[src/rtl/ring_fir_pkg.sv]
package ring_fir_pkg;

    localparam int RF_TAPS    = 21;
    localparam int RF_DATA_W  = 16;
    localparam int RF_COEF_W  = 16;
    localparam int RF_ACC_W   = 32;
    localparam int RF_IDX_W   = $clog2(RF_TAPS);
    localparam int RF_DIDX_W  = $clog2(2 * RF_TAPS);

    // Symmetric low-pass taps, grouped by mirror pairs.
    function automatic logic signed [RF_COEF_W-1:0] tap_coef(input int k);
        int v;
        case (k)
            10:      v = 8191;
            9, 11:   v = 7209;
            8, 12:   v = 4756;
            7, 13:   v = 1992;
            5, 15:   v = -796;
            4, 16:   v = -691;
            3, 17:   v = -284;
            1, 19:   v = 84;
            default: v = 0;
        endcase
        return RF_COEF_W'(v);
    endfunction

    typedef struct packed {
        logic                 busy;
        logic                 done;
        logic [RF_IDX_W-1:0]  q;
        logic [RF_IDX_W-1:0]  wp;
        logic [RF_DIDX_W-1:0] base;
    } ctl_t;

endpackage

[src/rtl/rfir_ring_buf.sv]
module rfir_ring_buf #(
    parameter int DEPTH  = ring_fir_pkg::RF_TAPS,
    parameter int DATA_W = ring_fir_pkg::RF_DATA_W,
    parameter int IDX_W  = ring_fir_pkg::RF_IDX_W
) (
    input  logic                     clk,
    input  logic                     rst_n,
    input  logic                     wr_en,
    input  logic [IDX_W-1:0]         wr_idx,
    input  logic signed [DATA_W-1:0] wr_data,
    input  logic [IDX_W-1:0]         rd_idx,
    output logic signed [DATA_W-1:0] rd_data
);

    logic signed [DATA_W-1:0] slot_q [DEPTH];

    for (genvar g = 0; g < DEPTH; g++) begin : g_slot
        logic signed [DATA_W-1:0] slot_d;

        always_comb begin
            slot_d = slot_q[g];
            if (wr_en && (wr_idx == IDX_W'(g))) begin
                slot_d = wr_data;
            end
        end

        always_ff @(posedge clk or negedge rst_n) begin
            if (!rst_n) slot_q[g] <= '0;
            else        slot_q[g] <= slot_d;
        end
    end

    always_comb begin
        rd_data = '0;
        for (int i = 0; i < DEPTH; i++) begin
            if (rd_idx == IDX_W'(i)) rd_data = slot_q[i];
        end
    end

endmodule

[src/rtl/rfir_coef_rom.sv]
module rfir_coef_rom #(
    parameter int N_TAPS  = ring_fir_pkg::RF_TAPS,
    parameter int COEF_W  = ring_fir_pkg::RF_COEF_W,
    parameter int DIDX_W  = ring_fir_pkg::RF_DIDX_W,
    parameter bit DOUBLED = 1'b0
) (
    input  logic [DIDX_W-1:0]        didx,
    output logic signed [COEF_W-1:0] coef
);
    import ring_fir_pkg::*;

    if (DOUBLED) begin : g_doubled
        // Two copies back to back; index used as is.
        logic signed [COEF_W-1:0] tab [2*N_TAPS];
        for (genvar g = 0; g < 2 * N_TAPS; g++) begin : g_ent
            assign tab[g] = COEF_W'(tap_coef(g % N_TAPS));
        end
        always_comb begin
            coef = '0;
            for (int i = 0; i < 2 * N_TAPS; i++) begin
                if (didx == DIDX_W'(i)) coef = tab[i];
            end
        end
    end else begin : g_fold
        // Single copy; the doubled index is folded by one subtraction.
        logic [DIDX_W-1:0] k;
        always_comb begin
            k = (didx >= DIDX_W'(N_TAPS)) ? didx - DIDX_W'(N_TAPS) : didx;
        end
        assign coef = COEF_W'(tap_coef(int'(k)));
    end

endmodule

[src/rtl/rfir_mac.sv]
module rfir_mac #(
    parameter int DATA_W = ring_fir_pkg::RF_DATA_W,
    parameter int COEF_W = ring_fir_pkg::RF_COEF_W,
    parameter int ACC_W  = ring_fir_pkg::RF_ACC_W
) (
    input  logic                     clk,
    input  logic                     rst_n,
    input  logic                     clr,
    input  logic                     en,
    input  logic signed [DATA_W-1:0] din,
    input  logic signed [COEF_W-1:0] coef,
    output logic signed [ACC_W-1:0]  acc
);

    localparam int PROD_W = DATA_W + COEF_W;

    logic signed [PROD_W-1:0] prod;
    logic signed [ACC_W-1:0]  prod_ext;
    logic signed [ACC_W-1:0]  acc_d, acc_q;

    always_comb begin
        prod     = din * coef;
        prod_ext = ACC_W'(prod);
        acc_d    = acc_q;
        if (clr)     acc_d = '0;
        else if (en) acc_d = acc_q + prod_ext;
    end

    always_ff @(posedge clk or negedge rst_n) begin
        if (!rst_n) acc_q <= '0;
        else        acc_q <= acc_d;
    end

    assign acc = acc_q;

endmodule

[src/rtl/rfir_slicer.sv]
module rfir_slicer #(
    parameter int ACC_W  = ring_fir_pkg::RF_ACC_W,
    parameter int THRESH = 1
) (
    input  logic signed [ACC_W-1:0] acc,
    output logic                    bit_o
);

    localparam int HALF = ACC_W / 2;
    localparam logic signed [HALF-1:0] TH = HALF'(THRESH);

    logic signed [HALF-1:0] upper;

    always_comb begin
        upper = acc[ACC_W-1 -: HALF];
        bit_o = (upper >= TH);
    end

endmodule

[src/rtl/ring_fir_slicer.sv]
module ring_fir_slicer
    import ring_fir_pkg::*;
#(
    parameter bit USE_DOUBLED_ROM = 1'b0,
    parameter int SLICE_THRESH    = 1
) (
    input  logic                        clk,
    input  logic                        rst_n,
    input  logic                        in_valid,
    input  logic signed [RF_DATA_W-1:0] in_sample,
    output logic                        in_ready,
    output logic signed [RF_ACC_W-1:0]  acc_out,
    output logic                        bit_out,
    output logic                        done
);

    localparam logic [RF_IDX_W-1:0]  LAST_IDX = RF_IDX_W'(RF_TAPS - 1);
    localparam logic [RF_DIDX_W-1:0] TAPS_D   = RF_DIDX_W'(RF_TAPS);

    ctl_t ctl_d, ctl_q;
    logic accept;

    logic signed [RF_DATA_W-1:0] rd_data;
    logic signed [RF_COEF_W-1:0] coef;
    logic [RF_DIDX_W-1:0]        didx;
    logic signed [RF_ACC_W-1:0]  acc;

    always_comb begin
        ctl_d      = ctl_q;
        ctl_d.done = 1'b0;
        accept     = in_valid && !ctl_q.busy;

        if (accept) begin
            ctl_d.busy = 1'b1;
            ctl_d.q    = '0;
            ctl_d.base = TAPS_D - RF_DIDX_W'(ctl_q.wp);
            ctl_d.wp   = (ctl_q.wp == LAST_IDX) ? '0 : ctl_q.wp + 1'b1;
        end else if (ctl_q.busy) begin
            if (ctl_q.q == LAST_IDX) begin
                ctl_d.busy = 1'b0;
                ctl_d.done = 1'b1;
            end else begin
                ctl_d.q = ctl_q.q + 1'b1;
            end
        end

        didx = RF_DIDX_W'(ctl_q.q) + ctl_q.base;
    end

    always_ff @(posedge clk or negedge rst_n) begin
        if (!rst_n) ctl_q <= '0;
        else        ctl_q <= ctl_d;
    end

    rfir_ring_buf #(
        .DEPTH (RF_TAPS),
        .DATA_W(RF_DATA_W),
        .IDX_W (RF_IDX_W)
    ) u_ring (
        .clk    (clk),
        .rst_n  (rst_n),
        .wr_en  (accept),
        .wr_idx (ctl_q.wp),
        .wr_data(in_sample),
        .rd_idx (ctl_q.q),
        .rd_data(rd_data)
    );

    rfir_coef_rom #(
        .N_TAPS (RF_TAPS),
        .COEF_W (RF_COEF_W),
        .DIDX_W (RF_DIDX_W),
        .DOUBLED(USE_DOUBLED_ROM)
    ) u_rom (
        .didx(didx),
        .coef(coef)
    );

    rfir_mac #(
        .DATA_W(RF_DATA_W),
        .COEF_W(RF_COEF_W),
        .ACC_W (RF_ACC_W)
    ) u_mac (
        .clk  (clk),
        .rst_n(rst_n),
        .clr  (accept),
        .en   (ctl_q.busy),
        .din  (rd_data),
        .coef (coef),
        .acc  (acc)
    );

    rfir_slicer #(
        .ACC_W (RF_ACC_W),
        .THRESH(SLICE_THRESH)
    ) u_slice (
        .acc  (acc),
        .bit_o(bit_out)
    );

    assign in_ready = !ctl_q.busy;
    assign done     = ctl_q.done;
    assign acc_out  = acc;

endmodule

[config.mk]
export PLATFORM = sky130hd
export DESIGN_NAME = ring_fir_slicer
export DESIGN_NICKNAME = d
export VERILOG_FILES = /design/src/rtl/ring_fir_pkg.sv /design/src/rtl/rfir_ring_buf.sv /design/src/rtl/rfir_coef_rom.sv /design/src/rtl/rfir_mac.sv /design/src/rtl/rfir_slicer.sv /design/src/rtl/ring_fir_slicer.sv
export SDC_FILE = /design/constraint.sdc
export NUM_CORES = 2
export LEC_CHECK = 0
export CORE_ASPECT_RATIO = 1.75
export CORE_MARGIN = 10
export CORE_UTILIZATION = 64
export CTS_CLUSTER_DIAMETER = 120
export DETAILED_ROUTE_END_ITERATION = 10
export PLACE_DENSITY = 0.83
export SLEW_MARGIN = 0
export SYNTH_ARGS = -nofsm -noshare
export SYNTH_HDL_FRONTEND = slang
export SYNTH_SLANG_ARGS = --single-unit
export TNS_END_PERCENT = 1
[constraint.sdc]
create_clock -name clk -period 10.4 [get_ports clk]
set_input_delay 1.04 -clock clk [delete_from_list [all_inputs] [get_ports clk]]
set_output_delay 1.04 -clock clk [all_outputs]
set_load 0.02 [all_outputs]
==> summary.txt <==
STA
  – Final hold violation count: 0
  – Post-route setup slack: 0.5116 ns
  – RSZ-0062 raised after global routing: false
  – Slew headroom: 21.13%
  – Endpoints failing setup: 0
  – Period utilisation layout: 95.08%
  – Fin Clk Skew: 0.03476 ns
  – Pins over their slew limit: 0
  – Min Tclk post-route: 9.888 ns
  – Actual slew at the worst max-slew pin: 1.183 ns
  – TNS Setup: 0 ns
  – Fmax: 101.1 MHz

Route
  – Wire length per cell: 23.71 microns
  – Vias/cell: 6.444
  – Antenna-violating nets left: 0
  – Top Metal Used: met4
  – Drt drc: 0
  – DR iter-0 viols: 1,717
  – DRT Pass-1 Iters: 7
  – Met3 routed WL: 3812 microns
  – Final WL: 82,670 microns
  – Met1 wire length: 27,680 microns
  – Routed length on met2: 44,630 microns
  – Vias post-DR: 22,470

Layout
  – Most frequent cells in the layout: dfrtp_1 (385), inv_1 (348), mux2_2 (337)
  – Commonest non-fill, non-tap cell in the layout: dfrtp_1
  – Antenna cells: 0
  – Area taken by multi-input logic gates: 18,190 sq um
  – Synthesis-to-finish area growth: 8.221%
  – Share of cells above drive strength 1: 17.32%
  – Nets: 3,311
  – Flip-flop and latch area: 9661 sq um
  – Fill count: 3,359

Floorplanning
  – Die Y: 305.5 microns
  – Std cell rows: 104
  – Die footprint: 55,930 sq um
  – Boundary Pins: 54
  – Horiz. Die Dim: 183.1 microns
  – Starting Density: 64.69%
  – Placeable core area: 46,060 sq um

Setup path
  – Crit path buf inv count: 8
  – Crit end category: register
  – Most common cell on crit path: fa_1
  – CP Data Required Time: 10.82 ns
  – Critical-path maximum fanout: 23
  – CP max stage delay: 0.95 ns
  – CP delay by family, top: adder cells
  – Worst r2r src: ctl_q[12]$_DFFE_PN0P_
  – CP max-delay cell: ha_1
  – Crit path kind: register to register
  – CP startpoint kind: register
  – Critical Path Start: ctl_q[12]$_DFFE_PN0P_
  – Arr. time, crit path: 10.31 ns

Clock network
  – Clock Sinks: 386
  – H-tree level count: 2
  – Max clock buf depth: 3
  – CTS root buf: clkbuf_16
  – CTS tree: yes
  – TritonCTS Buffers: 37
  – Clock Latency Late Sink: 0.58 ns
  – Worst-path clk slew: 0.06 ns

GRT
  – Antenna violations before repair: 0
  – Vias in the first global route: 24,590
  – Gr usage total: 29.77%
  – Overflow after GRT: 0
  – Largest net degree at the start of global routing: 117
  – First-pass GRT wire length: 131,700 microns

Yosys
  – Post-synthesis sequential area ratio: 32.41%
  – Ys Warns: 0
  – Post-synthesis cell area: 29,800 sq um
  – Synth Area per Inst: 10.34 sq um
  – Yosys reg bits: 386
  – Post-synth EDFFs: 0
  – Ys async rst share: 100.0%
  – Post-Synthesis Net Count: 3,316
  – Netlist cell types: 90
  – Post-Synthesis Cells: 2,883
  – Ys flop type: dfrtp_1

Placed design
  – Routability-driven placement congestion ratio: 0.9605
  – HPWL Detailed: 63,160 microns
  – Number of I/O port buffers: 53
  – Place WS: 0.3638 ns

Worst hold path
  – Min-delay src: u_ring.slot_q[227]$_DFFE_PN0P_
  – HP Class: register to register

Outcome
  – Outcome: finished, final reports clean

Flow run
  – Max-cap viol count: 0
-- cell type report --
cell class	count	area share [%]
sequential	386	29.96
multi-input combinational	1972	56.42
clock buffer	56	3.344
inverter	351	4.085
timing repair buffer	130	3.453
clock inverter	9	0.4850
tap	583	2.262
-- stage by stage --
step | instances | utilization [%] | instance area (sq um) | hold WS (ns)
after detailed placement | 3422 | 67.30 | 31000 | 0.4872
after floorplan | 2883 | - | 29800 | 0.4563
after global placement | 3422 | 67.30 | 31000 | 0.4804
after global routing | 3487 | 70.01 | 32250 | 0.5072
final | 3487 | 70.01 | 32250 | 0.4982
after CTS | 3487 | 69.98 | 32230 | 0.5009
-- what timing repair did --
action                     4_1_cts  5_1_grt
setup endpoints to repair        0        5
buffers inserted                 0        0
hold buffers                     0        0
resized for setup                0        4
-- worst reg2reg max path, delay by kind of cell, from the launching register on --
family,cells,cell delay (ns)
buffers and inverters,8,1.07
DFF,1,0.47
and+or+nand+nor,3,0.40
xor gates and xnor gates,1,0.15
adders and majority gates,8,4.35
AOI/OAI and AO/OA,14,3.30
-- cell families after synthesis --
logic type | after synthesis | synth area share (%)
AOI/OAI and AO/OA | 487 | 10.85
xor gates and xnor gates | 47 | 1.428
adders and majority gates | 414 | 24.69
buffers and inverters | 525 | 6.747
DFF | 386 | 32.41
muxes | 344 | 12.97
and+or+nand+nor | 680 | 10.91
-- Yosys cell counts, drive strengths merged, types with 16 or more instances --
cell type,count,area [sq um]
nand2b,31,193.9
a21oi,106,534.3
buf,28,145.1
nor2b,18,112.6
o22ai,38,237.7
o211ai,18,135.1
xnor2,30,262.8
mux2,337,3795
a221oi,17,148.9
nor3,31,160.1
a211oi,20,162.7
o21ai,115,575.6
xor2,16,140.1
nand3,52,260.3
inv,351,1318
clkbuf,146,548.0
nor2,230,863.3
fa,290,5806
dfrtp,386,9659
nand2,203,762.0
a21o,22,165.2
ha,124,1551
-- flip-flops by register name, indices dropped and copies added (netlist names) --
signal and cells:
u_mac.acc 32, u_ring.slot_q 336, done 1, ctl_q 17
-- layer usage --
| layer | global-route usage, % | vias to the layer above |
|---|---|---|
| li1 | - | 9703 |
| met1 | 29.79 | 11430 |
| met2 | 55.04 | 959 |
| met3 | 3.540 | 378 |
| met4 | 22.00 | 0 |
| met5 | 0 | - |
-- path summary, 6_finish.rpt --
path / end / slack (ns) / cells after the start
min in group asynchronous: u_ring.slot_q[214]$_DFFE_PN0P_ / 0.56 / 1
min: u_ring.slot_q[227]$_DFFE_PN0P_ / 0.50 / 1
max: u_mac.acc[30]$_DFFE_PN0P_ / 0.51 / 34
min reg2reg: u_ring.slot_q[227]$_DFFE_PN0P_ / 0.50 / 1
max reg2reg: u_mac.acc[30]$_DFFE_PN0P_ / 0.51 / 34
max in group asynchronous: u_ring.slot_q[273]$_DFFE_PN0P_ / 7.66 / 3
Power is not shown: default switching activity piles up to over one toggle a cycle in this logic, so the estimate is an artifact.
